**src/rtl/asram_ctrl_pkg.sv**
```systemverilog
package asram_ctrl_pkg;

  typedef enum logic [2:0] {
    ST_IDLE,
    ST_RD_ACCESS,
    ST_RD_CAPTURE,
    ST_WR_SETUP,
    ST_WR_PULSE,
    ST_WR_RECOVER,
    ST_TURNAROUND
  } ctrl_state_e;

  function automatic int unsigned max2(input int unsigned a, input int unsigned b);
    return (a > b) ? a : b;
  endfunction

endpackage

```
**src/rtl/asram_phase_timer.sv**
```systemverilog
module asram_phase_timer #(
  parameter int CNT_W = 2
) (
  input  logic             clk,
  input  logic             rst_n,
  input  logic             load,
  input  logic [CNT_W-1:0] load_val,
  output logic [CNT_W-1:0] cnt,
  output logic [CNT_W-1:0] cnt_nxt,
  output logic             expired
);

  logic [CNT_W-1:0] cnt_q;
  logic             tick_en;

  always_comb begin
    if (load)               cnt_nxt = load_val;
    else if (cnt_q != '0)   cnt_nxt = cnt_q - CNT_W'(1);
    else                    cnt_nxt = cnt_q;
  end

  assign tick_en = load || (cnt_q != '0);

  always_ff @(posedge clk or negedge rst_n) begin
    if (!rst_n)       cnt_q <= '0;
    else if (tick_en) cnt_q <= cnt_nxt;
  end

  assign cnt     = cnt_q;
  assign expired = (cnt_q == '0);

endmodule

```
**src/rtl/asram_ctrl_fsm.sv**
```systemverilog
module asram_ctrl_fsm
  import asram_ctrl_pkg::*;
#(
  parameter int CNT_W     = 2,
  parameter int RD_CYC    = 2,
  parameter int TURN_CYC  = 1,
  parameter int SETUP_CYC = 1,
  parameter int PULSE_CYC = 2,
  parameter int RECOV_CYC = 1
) (
  input  logic             clk,
  input  logic             rst_n,
  input  logic             req_valid,
  input  logic             req_write,
  input  logic             expired,
  output ctrl_state_e      state,
  output ctrl_state_e      state_nxt,
  output logic             tmr_load,
  output logic [CNT_W-1:0] tmr_val
);

  ctrl_state_e state_q;

  always_comb begin
    state_nxt = state_q;
    unique case (state_q)
      ST_IDLE:       if (req_valid) state_nxt = req_write ? ST_WR_SETUP : ST_RD_ACCESS;
      ST_RD_ACCESS:  if (expired)   state_nxt = ST_RD_CAPTURE;
      ST_RD_CAPTURE:                state_nxt = ST_TURNAROUND;
      ST_TURNAROUND: if (expired)   state_nxt = ST_IDLE;
      ST_WR_SETUP:   if (expired)   state_nxt = ST_WR_PULSE;
      ST_WR_PULSE:   if (expired)   state_nxt = ST_WR_RECOVER;
      ST_WR_RECOVER: if (expired)   state_nxt = ST_IDLE;
      default:                      state_nxt = ST_IDLE;
    endcase
  end

  always_comb begin
    unique case (state_nxt)
      ST_RD_ACCESS:  tmr_val = CNT_W'(RD_CYC - 1);
      ST_TURNAROUND: tmr_val = CNT_W'(TURN_CYC - 1);
      ST_WR_SETUP:   tmr_val = CNT_W'(SETUP_CYC - 1);
      ST_WR_PULSE:   tmr_val = CNT_W'(PULSE_CYC - 1);
      ST_WR_RECOVER: tmr_val = CNT_W'(RECOV_CYC - 1);
      default:       tmr_val = '0;
    endcase
  end

  assign tmr_load = (state_nxt != state_q);

  always_ff @(posedge clk or negedge rst_n) begin
    if (!rst_n) state_q <= ST_IDLE;
    else        state_q <= state_nxt;
  end

  assign state = state_q;

endmodule

```
**src/rtl/asram_io_regs.sv**
```systemverilog
module asram_io_regs
  import asram_ctrl_pkg::*;
#(
  parameter int ADDR_W = 17,
  parameter int DATA_W = 8,
  parameter int CNT_W  = 2,
  parameter int DRV_AT = 0
) (
  input  logic              clk,
  input  logic              rst_n,
  input  ctrl_state_e       state,
  input  ctrl_state_e       state_nxt,
  input  logic [CNT_W-1:0]  cnt_nxt,
  input  logic              req_valid,
  input  logic [ADDR_W-1:0] req_addr,
  input  logic [DATA_W-1:0] req_wdata,
  input  logic [DATA_W-1:0] mem_dq_in,
  output logic [ADDR_W-1:0] mem_addr,
  output logic [DATA_W-1:0] mem_dq_out,
  output logic              mem_dq_oe,
  output logic              mem_cs_n,
  output logic              mem_we_n,
  output logic              mem_oe_n,
  output logic [DATA_W-1:0] rd_data,
  output logic              done
);

  localparam logic [CNT_W-1:0] DRV_LIMIT = CNT_W'(DRV_AT);

  logic accept, capture_en;
  logic cs_n_d, we_n_d, oe_n_d, dq_oe_d, done_d;

  assign accept     = (state == ST_IDLE) && req_valid;
  assign capture_en = (state == ST_RD_CAPTURE);

  always_comb begin
    cs_n_d  = (state_nxt == ST_IDLE) || (state_nxt == ST_TURNAROUND);
    oe_n_d  = !((state_nxt == ST_RD_ACCESS) || (state_nxt == ST_RD_CAPTURE));
    we_n_d  = (state_nxt != ST_WR_PULSE);
    dq_oe_d = ((state_nxt == ST_WR_PULSE) && (cnt_nxt <= DRV_LIMIT)) ||
              (state_nxt == ST_WR_RECOVER);
    done_d  = capture_en || ((state == ST_WR_RECOVER) && (state_nxt == ST_IDLE));
  end

  always_ff @(posedge clk or negedge rst_n) begin
    if (!rst_n) begin
      mem_cs_n  <= 1'b1;
      mem_we_n  <= 1'b1;
      mem_oe_n  <= 1'b1;
      mem_dq_oe <= 1'b0;
      done      <= 1'b0;
    end else begin
      mem_cs_n  <= cs_n_d;
      mem_we_n  <= we_n_d;
      mem_oe_n  <= oe_n_d;
      mem_dq_oe <= dq_oe_d;
      done      <= done_d;
    end
  end

  always_ff @(posedge clk or negedge rst_n) begin
    if (!rst_n) begin
      mem_addr   <= '0;
      mem_dq_out <= '0;
    end else if (accept) begin
      mem_addr   <= req_addr;
      mem_dq_out <= req_wdata;
    end
  end

  always_ff @(posedge clk or negedge rst_n) begin
    if (!rst_n)          rd_data <= '0;
    else if (capture_en) rd_data <= mem_dq_in;
  end

endmodule

```
**src/rtl/asram_ctrl.sv**
```systemverilog
module asram_ctrl
  import asram_ctrl_pkg::*;
#(
  parameter int ADDR_W    = 17,
  parameter int DATA_W    = 8,
  parameter int RD_CYC    = 2,
  parameter int TURN_CYC  = 1,
  parameter int SETUP_CYC = 1,
  parameter int PULSE_CYC = 2,
  parameter int HIZ_CYC   = 1,
  parameter int RECOV_CYC = 1
) (
  input  logic              clk,
  input  logic              rst_n,
  input  logic              req_valid,
  input  logic              req_write,
  input  logic [ADDR_W-1:0] req_addr,
  input  logic [DATA_W-1:0] req_wdata,
  output logic              busy,
  output logic              done,
  output logic [DATA_W-1:0] rd_data,
  output logic [ADDR_W-1:0] mem_addr,
  output logic              mem_cs_n,
  output logic              mem_we_n,
  output logic              mem_oe_n,
  output logic [DATA_W-1:0] mem_dq_out,
  output logic              mem_dq_oe,
  input  logic [DATA_W-1:0] mem_dq_in
);

  localparam int unsigned MAX_CYC = max2(max2(max2(RD_CYC, TURN_CYC), max2(SETUP_CYC, PULSE_CYC)),
                                         RECOV_CYC);
  localparam int CNT_W  = (MAX_CYC > 1) ? $clog2(MAX_CYC) : 1;
  localparam int DRV_AT = PULSE_CYC - 1 - HIZ_CYC;

  logic [1:0]       rst_sync;
  logic             rst_int_n;
  ctrl_state_e      state, state_nxt;
  logic             tmr_load, expired;
  logic [CNT_W-1:0] tmr_val, cnt, cnt_nxt;

  always_ff @(posedge clk or negedge rst_n) begin
    if (!rst_n) rst_sync <= 2'b00;
    else        rst_sync <= {rst_sync[0], 1'b1};
  end
  assign rst_int_n = rst_sync[1];

  asram_ctrl_fsm #(
    .CNT_W(CNT_W), .RD_CYC(RD_CYC), .TURN_CYC(TURN_CYC),
    .SETUP_CYC(SETUP_CYC), .PULSE_CYC(PULSE_CYC), .RECOV_CYC(RECOV_CYC)
  ) u_fsm (
    .clk(clk), .rst_n(rst_int_n), .req_valid(req_valid), .req_write(req_write),
    .expired(expired), .state(state), .state_nxt(state_nxt),
    .tmr_load(tmr_load), .tmr_val(tmr_val)
  );

  asram_phase_timer #(.CNT_W(CNT_W)) u_timer (
    .clk(clk), .rst_n(rst_int_n), .load(tmr_load), .load_val(tmr_val),
    .cnt(cnt), .cnt_nxt(cnt_nxt), .expired(expired)
  );

  asram_io_regs #(
    .ADDR_W(ADDR_W), .DATA_W(DATA_W), .CNT_W(CNT_W), .DRV_AT(DRV_AT)
  ) u_io (
    .clk(clk), .rst_n(rst_int_n), .state(state), .state_nxt(state_nxt),
    .cnt_nxt(cnt_nxt), .req_valid(req_valid), .req_addr(req_addr),
    .req_wdata(req_wdata), .mem_dq_in(mem_dq_in), .mem_addr(mem_addr),
    .mem_dq_out(mem_dq_out), .mem_dq_oe(mem_dq_oe), .mem_cs_n(mem_cs_n),
    .mem_we_n(mem_we_n), .mem_oe_n(mem_oe_n), .rd_data(rd_data), .done(done)
  );

  assign busy = (state != ST_IDLE);

endmodule

```
**config.mk**
```make
export PLATFORM = sky130hd
export DESIGN_NAME = asram_ctrl
export DESIGN_NICKNAME = d
export VERILOG_FILES = /design/src/rtl/asram_ctrl_pkg.sv /design/src/rtl/asram_phase_timer.sv /design/src/rtl/asram_ctrl_fsm.sv /design/src/rtl/asram_io_regs.sv /design/src/rtl/asram_ctrl.sv
export SDC_FILE = /design/constraint.sdc
export NUM_CORES = 1
export LEC_CHECK = 0
export ABC_AREA = 0
export BUFFER_PORTS_ARGS = -buffer_cell sky130_fd_sc_hd__clkbuf_2
export CAP_MARGIN = 0
export CORE_UTILIZATION = 25
export CTS_CLUSTER_SIZE = 8
export DETAILED_ROUTE_END_ITERATION = 16
export PLACE_DENSITY = 0.52
export SYNTH_ARGS = -nofsm -noshare
export SYNTH_HDL_FRONTEND = slang
export SYNTH_SLANG_ARGS = --single-unit
```
**constraint.sdc**
```tcl
create_clock -name clk -period 2 [get_ports clk]
set_clock_uncertainty 0.1 [all_clocks]
set_input_delay 0.3 -clock clk [delete_from_list [all_inputs] [get_ports clk]]
set_output_delay 0.3 -clock clk [all_outputs]
set_load 0.01 [all_outputs]
```
==> results.yml, run 1 <==
status:
  status: "finished clean"
routing:
  vias: 1199
  via_per_inst: 4.30
  drt_iter0_markers: 22
  wl_per_cell_um: 12.6
  first_pass_iters: 4
  drc: 0
  antenna_left: 0
  wirelength_um: 3510
floorplanning:
  die_area_um2: 7310
  initial_core_util: 0.258
  dieHeight_um: 85.5
  die_w_um: 85.5
  row_count: 30
  ios: 76
  core_um2: 6760
setup_path:
  cp_max_fo: 14
  worst_setup_path_end_kind: "output pin"
  crit_arrival_ns: 1.32
  reg2reg_slack_ns: 0.39
  startpoint_type: "flip-flop"
  crit_type: "reg -> out"
  cp.required_ns: 1.60
  r2r_start: "u_fsm.state[2]$_DFF_PN0_"
  worstReg2RegEnd: "u_io.mem_dq_out[1]$_DFFE_PN0P_"
  r2r_cells: 3
cts:
  cts_setup_buffers: 0
  root_buffer: "clkbuf_8"
  ctsHoldBuffers: 1
  clock_path_buffers: 2
  numClockSinks: 44
  cts_tree: "yes"
  cts_max_level: 2
  clk_latency_ns: 0.29
  path_clk_slew_ns: 0.08
  cts_resized: 0
  numCtsBuffers: 5
synth:
  yosys_register_bits: 44
  synth_edf_count: 0
  syn_area_per_cell_um2: 15.0
  synthCells: 116
  synth_cell_types: 28
  yosys_warnings: 0
  synth_area_um2: 1740
  async_flop_share: 1.00
  synth_flop_cell: "dfrtp_1"
  synth_fp_nets: 153
  ys_seq_area_frac: 0.634
grt:
  grt_max_degree: 26
  grt_pass1_vias: 1168
  grt_use_total: 0.102
  grt_pass1_wl_um: 5680
  antenna_found_initial: 0
  grt.overflow.total: 0
pwr:
  switching_share: 0.327
  pwr-share-seq: 0.415
  power_mw: 3.94
  p_clk_frac: 0.203
  ir_drop_mv: 0.617
  power_per_cell_area_nw_per_um2: 1670
  power.switching_mw: 1.29
  internal_power_mw: 2.65
  combPwrFrac: 0.382
  p_leak_nw: 1.12
placement:
  place.gp.congestion: 0.749
  dp_cells: 270
  portBuffers: 75
  hpwl_um: 2580
sta:
  max_freq_mhz: 580
  period_minus_slack_ns: 1.72
  min_period_over_period: 0.862
  finalSetupViolCount: 0
  rsz0062_at_grt: "false"
  fin_tns_setup_ns: 0
  hold_violations: 0
  slew_viol_final: 0
  hold_ws_ns: 0.0764
min_path:
  worstHoldPathType: "reg -> async"
layout:
  drive_above_1_share: 0.633
  area_growth_pct: 35.6
  utilization: 0.350
  fin_nets: 235
  antenna_cells: 0
  finalNonFillerCells: 279
flow_run:
  drv_cap: 0
-- layout make-up --
| cell class | count | area, um^2 |
|---|---|---|
| fill | 692 | 4390 |
| sequential | 44 | 1110 |
| multi-input combinational | 64 | 586 |
| timing repair buffer | 80 | 428 |
| tap | 80 | 100 |
| clock buffer | 6 | 72.6 |
| clock inverter | 2 | 60.1 |
| inverter | 3 | 11.3 |
-- cells by family after synthesis --
group | after synthesis | synth area share
flip-flops | 44 | 0.634
multiplexers | 33 | 0.213
AND/OR/NAND/NOR | 16 | 0.0639
AO/OA/AOI/OAI | 13 | 0.0510
buffers and inverters | 8 | 0.0302
adder cells (fa/ha/maj) | 1 | 0.00574
other | 1 | 0.00215
-- metrics by stage --
stage,setup slack [ns],instance area (um^2)
floorplan,0.391,1740
global placement,0.400,2220
detailed placement,0.378,2220
CTS,0.262,2360
global route,0.137,2360
finish,0.275,2360
-- cells in the final DEF (no fill, tap or decap), types with 2 or more instances in the layout --
cell type   n
buf_4       3
a21oi_1     2
clkbuf_2   75
nor3_4      2
mux2_2     32
bufinv_16   2
inv_1       3
clkbuf_8    5
dfrtp_1    40
nor2b_1     2
dfstp_2     3
nor2_1      4
nand2_1     3
o21ai_0     3
-- layer usage --
metal / track usage / vias to the layer above / part of all wire / wire, um
met2: 0.154 / 55 / 0.43 / 1510
li1: - / 566 / - / -
met3: 0.0423 / 4 / 0.083 / 290
met1: 0.132 / 574 / 0.48 / 1690
met4: 0.0364 / 0 / 0.0054 / 19
met5: 0 / - / 0 / 0
-- how the worst max path moves through the flow --
stage / start / to / slack [ns] / depth (start not counted)
global placement: u_fsm.state[2]$_DFF_PN0_ / u_io.mem_addr[10]$_DFFE_PN0P_ / 0.40 / 3
detailed placement: u_fsm.state[2]$_DFF_PN0_ / u_io.mem_dq_out[1]$_DFFE_PN0P_ / 0.38 / 3
global route: u_fsm.state[2]$_DFF_PN0_ / busy / 0.14 / 3
finish: u_fsm.state[2]$_DFF_PN0_ / busy / 0.28 / 3
floorplan: u_fsm.state[1]$_DFF_PN0_ / u_io.mem_addr[10]$_DFFE_PN0P_ / 0.39 / 5
CTS: u_fsm.state[2]$_DFF_PN0_ / busy / 0.26 / 3
-- worst max-delay path: stages (launching register included) --
cell and delay, ns:
dfrtp_1 0.56, nor2_1 0.26, nand2_1 0.08, clkbuf_2 0.14
-- synthesized netlist by cell type (all sizes together) (2+ instances only) --
master,count,area share
clkbuf,2,0.0043
nor2b,2,0.0072
nor3,2,0.019
o21ai,3,0.0086
nor2,4,0.0086
dfstp,3,0.045
a21oi,2,0.0057
inv,3,0.0065
buf,3,0.019
dfrtp,41,0.59
nand2,3,0.0065
mux2,33,0.21
nand2b,2,0.011
-- sequential cells by signal, indices dropped and copies added, names as in the netlist, 2 cells and up --
signal,count
u_fsm.state,3
rst_sync,2
u_io.rd_data,8
u_io.mem_addr,17
u_io.mem_dq_out,8
-- power by group through the flow --
stage / registers (mW) / logic (mW) / clock network, mW
2_1_floorplan: 1.78 / 0.824 / 0
3_3_place_gp: 1.66 / 1.52 / 0
3_5_place_dp: 1.66 / 1.53 / 0
4_1_cts: 1.64 / 1.54 / 0.836
5_1_grt: 1.70 / 1.65 / 0.875
6_report: 1.64 / 1.51 / 0.801
Power figures use the tool's default switching activity.
==> run 2: changes to the inputs <==
--- a/config.mk
+++ b/config.mk
@@ -8,10 +8,12 @@
 export ABC_AREA = 0
 export BUFFER_PORTS_ARGS = -buffer_cell sky130_fd_sc_hd__clkbuf_2
 export CAP_MARGIN = 0
+export CELL_PAD_IN_SITES_DETAIL_PLACEMENT = 1
+export CELL_PAD_IN_SITES_GLOBAL_PLACEMENT = 1
 export CORE_UTILIZATION = 25
 export CTS_CLUSTER_SIZE = 8
 export DETAILED_ROUTE_END_ITERATION = 16
-export PLACE_DENSITY = 0.52
+export PLACE_DENSITY = 0.62
 export SYNTH_ARGS = -nofsm -noshare
 export SYNTH_HDL_FRONTEND = slang
 export SYNTH_SLANG_ARGS = --single-unit
==> results.yml, run 2 (same netlist as run 1, synthesis figures left out) <==
status:
  status: "finished clean"
sta:
  rsz0062_at_grt: "false"
  slew_viol_final: 0
  max_freq_mhz: 562
  fin_tns_setup_ns: 0
  hold_violations: 0
  tightest_slew_ns: 0.512
  relSlewSlack: 0.659
  period_minus_slack_ns: 1.78
  min_period_over_period: 0.889
  finalSetupViolCount: 0
cts:
  numClockSinks: 44
  clock_path_buffers: 2
  cts_resized: 0
  cts_max_level: 2
  root_buffer: "clkbuf_8"
  path_clk_slew_ns: 0.09
  clk_latency_ns: 0.29
  cts_tree: "yes"
  numCtsBuffers: 5
grt:
  grt_max_degree: 26
  grt.overflow.total: 0
  grt_pass1_wl_um: 6020
  grt_pass1_vias: 1255
  grt_use_total: 0.105
  antenna_found_initial: 0
floorplanning:
  die_w_um: 85.5
  ios: 76
  die_area_um2: 7310
  initial_core_util: 0.258
  core_um2: 6760
  dieHeight_um: 85.5
  row_count: 30
setup_path:
  cp_max_fo: 14
  worst_setup_path_end_kind: "output pin"
  crit_type: "reg -> out"
  startpoint_type: "flip-flop"
  cp.required_ns: 1.60
  crit_arrival_ns: 1.38
layout:
  largest_reg_flops: 17
  layout_common_cells: "clkbuf_2, dfrtp_1, mux2_2"
  utilization: 0.342
  layout_commonest_cell: "clkbuf_2"
  drive_above_1_share: 0.629
  fin_nets: 233
  antenna_cells: 0
  top_register: "u_io.mem_addr"
  area_growth_pct: 32.7
  reg_top3: "u_io.mem_addr x17, u_io.mem_dq_out x8, u_io.rd_data x8"
routing:
  antenna_left: 0
  wl_per_cell_um: 13.2
  vias: 1218
  drt_iter0_markers: 16
  via_per_inst: 4.40
  drc: 0
  wirelength_um: 3650
  first_pass_iters: 4
min_path:
  worstHoldPathType: "reg -> async"
flow_run:
  drv_cap: 0
pwr:
  power_per_cell_area_nw_per_um2: 1600
  ir_drop_mv: 0.555
  p_leak_nw: 1.09
placement:
  hpwl_um: 2740
  place.gp.congestion: 0.728
  portBuffers: 75
run 2: cell count changes in the layout (fill, tap and decap cells not counted), sizes merged:
cell / before / now
buf: 4 / 2
bufinv: 2 / 0
clkinv: 0 / 1
clkinvlp: 0 / 1
run 2: what timing repair did:
item                      4_1_cts  5_1_grt
setup buffers                   0        0
hold endpoints to repair        2        0
hold buffers                    1        0
run 2: layer usage:
metal / wire [um] / up-vias / GRT usage / part of all wire
met3: 261 / 3 / 0.0356 / 0.072
li1: - / 562 / - / -
met2: 1690 / 60 / 0.170 / 0.46
met4: 21 / 0 / 0.0227 / 0.0058
met5: 0 / - / 0 / 0
met1: 1680 / 593 / 0.138 / 0.46
run 2: final cells by class:
cell class	instances	area (um^2)
Fill cell	750	4440
Sequential cell	44	1110
Multi-Input combinational cell	64	586
Timing Repair Buffer	78	425
Tap cell	80	100
Clock buffer	6	72.6
Clock inverter	2	12.5
Inverter	3	11.3
run 2: final timing paths:
| path | start | to | slack [ns] | depth (start not counted) |
|---|---|---|---|---|
| max | u_fsm.state[2]$_DFF_PN0_ | busy | 0.22 | 3 |
| min | rst_sync[1]$_DFF_PN0_ | u_io.rd_data[1]$_DFFE_PN0P_ | 0.11 | 0 |
| max reg2reg | u_fsm.state[2]$_DFF_PN0_ | u_io.rd_data[6]$_DFFE_PN0P_ | 0.34 | 2 |
| min reg2reg | rst_sync[1]$_DFF_PN0_ | u_io.rd_data[1]$_DFFE_PN0P_ | 0.11 | 0 |
| max in group asynchronous | rst_sync[1]$_DFF_PN0_ | u_io.mem_addr[2]$_DFFE_PN0P_ | 1.21 | 1 |
| min in group clk | req_wdata[3] | u_io.mem_dq_out[3]$_DFFE_PN0P_ | 0.13 | 2 |
run 2: through the flow:
step           total power [mW]  setup WS [ns]  instance area (um^2)  cells  hold slack, ns
2_1_floorplan              2.60          0.391                  1740    116         -0.0956
3_3_place_gp               3.16          0.357                  2220    268         -0.0127
3_5_place_dp               3.20          0.329                  2220    268         -0.0111
4_1_cts                    3.77          0.221                  2310    277           0.115
5_1_grt                    3.99          0.124                  2310    277           0.108
6_report                   3.70          0.222                  2310    277           0.112
run 2: worst max-delay path, stage by stage, from the launching register on:
cell,delay (ns)
dfrtp_1,0.57
nor2_1,0.29
nand2_1,0.09
clkbuf_2,0.14
run 2: report_power, final:
group          switching [mW]  internal (mW)
sequential              0.300           1.34
clock                   0.302          0.244
combinational           0.707          0.805
==> run 3: changes to the inputs <==
--- a/config.mk
+++ b/config.mk
@@ -11,6 +11,7 @@
 export CELL_PAD_IN_SITES_DETAIL_PLACEMENT = 1
 export CELL_PAD_IN_SITES_GLOBAL_PLACEMENT = 1
 export CORE_UTILIZATION = 25
+export CTS_BUF_LIST = sky130_fd_sc_hd__clkbuf_8
 export CTS_CLUSTER_SIZE = 8
 export DETAILED_ROUTE_END_ITERATION = 16
 export PLACE_DENSITY = 0.62
==> results.yml, run 3 (same netlist as run 1, synthesis figures left out) <==
floorplanning:
  die_w_um: 85.5
  initial_core_util: 0.258
  die_area_um2: 7310
  row_count: 30
  ios: 76
  dieHeight_um: 85.5
  core_um2: 6760
min_path:
  worstHoldPathType: "reg -> async"
grt:
  grt_pass1_wl_um: 6020
  antenna_found_initial: 0
  grt_use_met2: 0.170
  top_usage_layer: "met2"
  grt_pass1_vias: 1255
  grt_use_total: 0.105
  grt_use_met3: 0.0356
  grt_max_degree: 26
  grt.overflow.total: 0
  met1_usage: 0.138
cts:
  clk_latency_ns: 0.29
  root_buffer: "clkbuf_8"
  numClockSinks: 44
  numCtsBuffers: 5
  cts_max_level: 2
  clock_path_buffers: 2
  path_clk_slew_ns: 0.09
  cts_tree: "yes"
  cts_setup_buffers: 0
  cts_resized: 0
placement:
  hpwl_um: 2740
  dp_cells: 268
  place.gp.congestion: 0.728
  portBuffers: 75
sta:
  finalSetupViolCount: 0
  rsz0062_at_grt: "false"
  relSlewSlack: 0.659
  hold_violations: 0
  tightest_slew_ns: 0.512
  max_freq_mhz: 562
  slew_viol_final: 0
  min_period_over_period: 0.889
  fin_tns_setup_ns: 0
  period_minus_slack_ns: 1.78
layout:
  top_register: "u_io.mem_addr"
  reg_top3: "u_io.mem_addr x17, u_io.mem_dq_out x8, u_io.rd_data x8"
  layout_common_cells: "clkbuf_2, dfrtp_1, mux2_2"
  area_growth_pct: 32.7
  antenna_cells: 0
  finalNonFillerCells: 277
  layout_commonest_cell: "clkbuf_2"
  nFillCells: 750
  largest_reg_flops: 17
  fin_nets: 233
  drive_above_1_share: 0.629
setup_path:
  crit_type: "reg -> out"
  crit_arrival_ns: 1.38
  cp_max_fo: 14
  startpoint_type: "flip-flop"
  cp.required_ns: 1.60
  worst_setup_path_end_kind: "output pin"
routing:
  antenna_left: 0
  first_pass_iters: 4
  wirelength_um: 3660
  wl_per_cell_um: 13.2
  vias: 1218
  drc: 0
  drt_iter0_markers: 16
  via_per_inst: 4.40
flow_run:
  drv_cap: 0
pwr:
  power_per_cell_area_nw_per_um2: 1600
  p_leak_nw: 1.10
  ir_drop_mv: 0.555
status:
  status: "finished clean"
[run 3: cell types whose count changed in the layout (fill, tap and decap cells not counted), sizes merged]
cell	previous run	this run
clkbuf	81	80
inv	3	4
[run 3: final cells by class]
class                   count  area, um^2  share of cell area
clock buffers               5        68.8              0.0297
flip-flops and latches     44        1110               0.478
well taps                  80         100              0.0433
multi-input cells          64         586               0.253
inverters                   3        11.3             0.00487
repair buffers             78         425               0.184
clock inverters             3        16.3             0.00703
[run 3: timing repair]
| item | 4_1_cts | 5_1_grt |
|---|---|---|
| hold endpoints to repair | 2 | 0 |
| hold buffers | 1 | 0 |
| setup endpoints to repair | 0 | 0 |
[run 3: path summary, 6_finish.rpt]
check | slack [ns] | endpoint | cells after the start | startpoint
max | 0.22 | busy | 3 | u_fsm.state[2]$_DFF_PN0_
min | 0.11 | u_io.rd_data[1]$_DFFE_PN0P_ | 0 | rst_sync[1]$_DFF_PN0_
max reg2reg | 0.34 | u_io.rd_data[6]$_DFFE_PN0P_ | 2 | u_fsm.state[2]$_DFF_PN0_
min reg2reg | 0.11 | u_io.rd_data[1]$_DFFE_PN0P_ | 0 | rst_sync[1]$_DFF_PN0_
max in group asynchronous | 1.21 | u_io.mem_addr[2]$_DFFE_PN0P_ | 1 | rst_sync[1]$_DFF_PN0_
min in group clk | 0.12 | u_io.mem_dq_out[3]$_DFFE_PN0P_ | 2 | req_wdata[3]
[run 3: stage by stage]
step	power (mW)	setup WS (ns)	cell area, um^2	hold WS (ns)	util
6_report	3.70	0.222	2310	0.114	0.342
2_1_floorplan	2.60	0.391	1740	-0.0956	-
3_3_place_gp	3.16	0.357	2220	-0.0127	0.328
4_1_cts	3.77	0.221	2310	0.115	0.342
3_5_place_dp	3.20	0.329	2220	-0.0111	0.328
5_1_grt	3.99	0.124	2310	0.108	0.342
[run 3: critical path: stages, from the launching register on]
cell	delay, ns
dfrtp_1	0.57
nor2_1	0.29
nand2_1	0.09
clkbuf_2	0.14
[run 3: report_power, final]
group | total, mW | switching, mW | internal [mW]
combinational | 1.51 | 0.707 | 0.805
sequential | 1.64 | 0.300 | 1.34
clock | 0.544 | 0.304 | 0.239
[run 3: metal layers]
metal  up-vias  part of all wire
met3         3             0.071
met5         -                 0
met2        60              0.46
met1       592              0.46
met4         0            0.0057
li1        563                 -
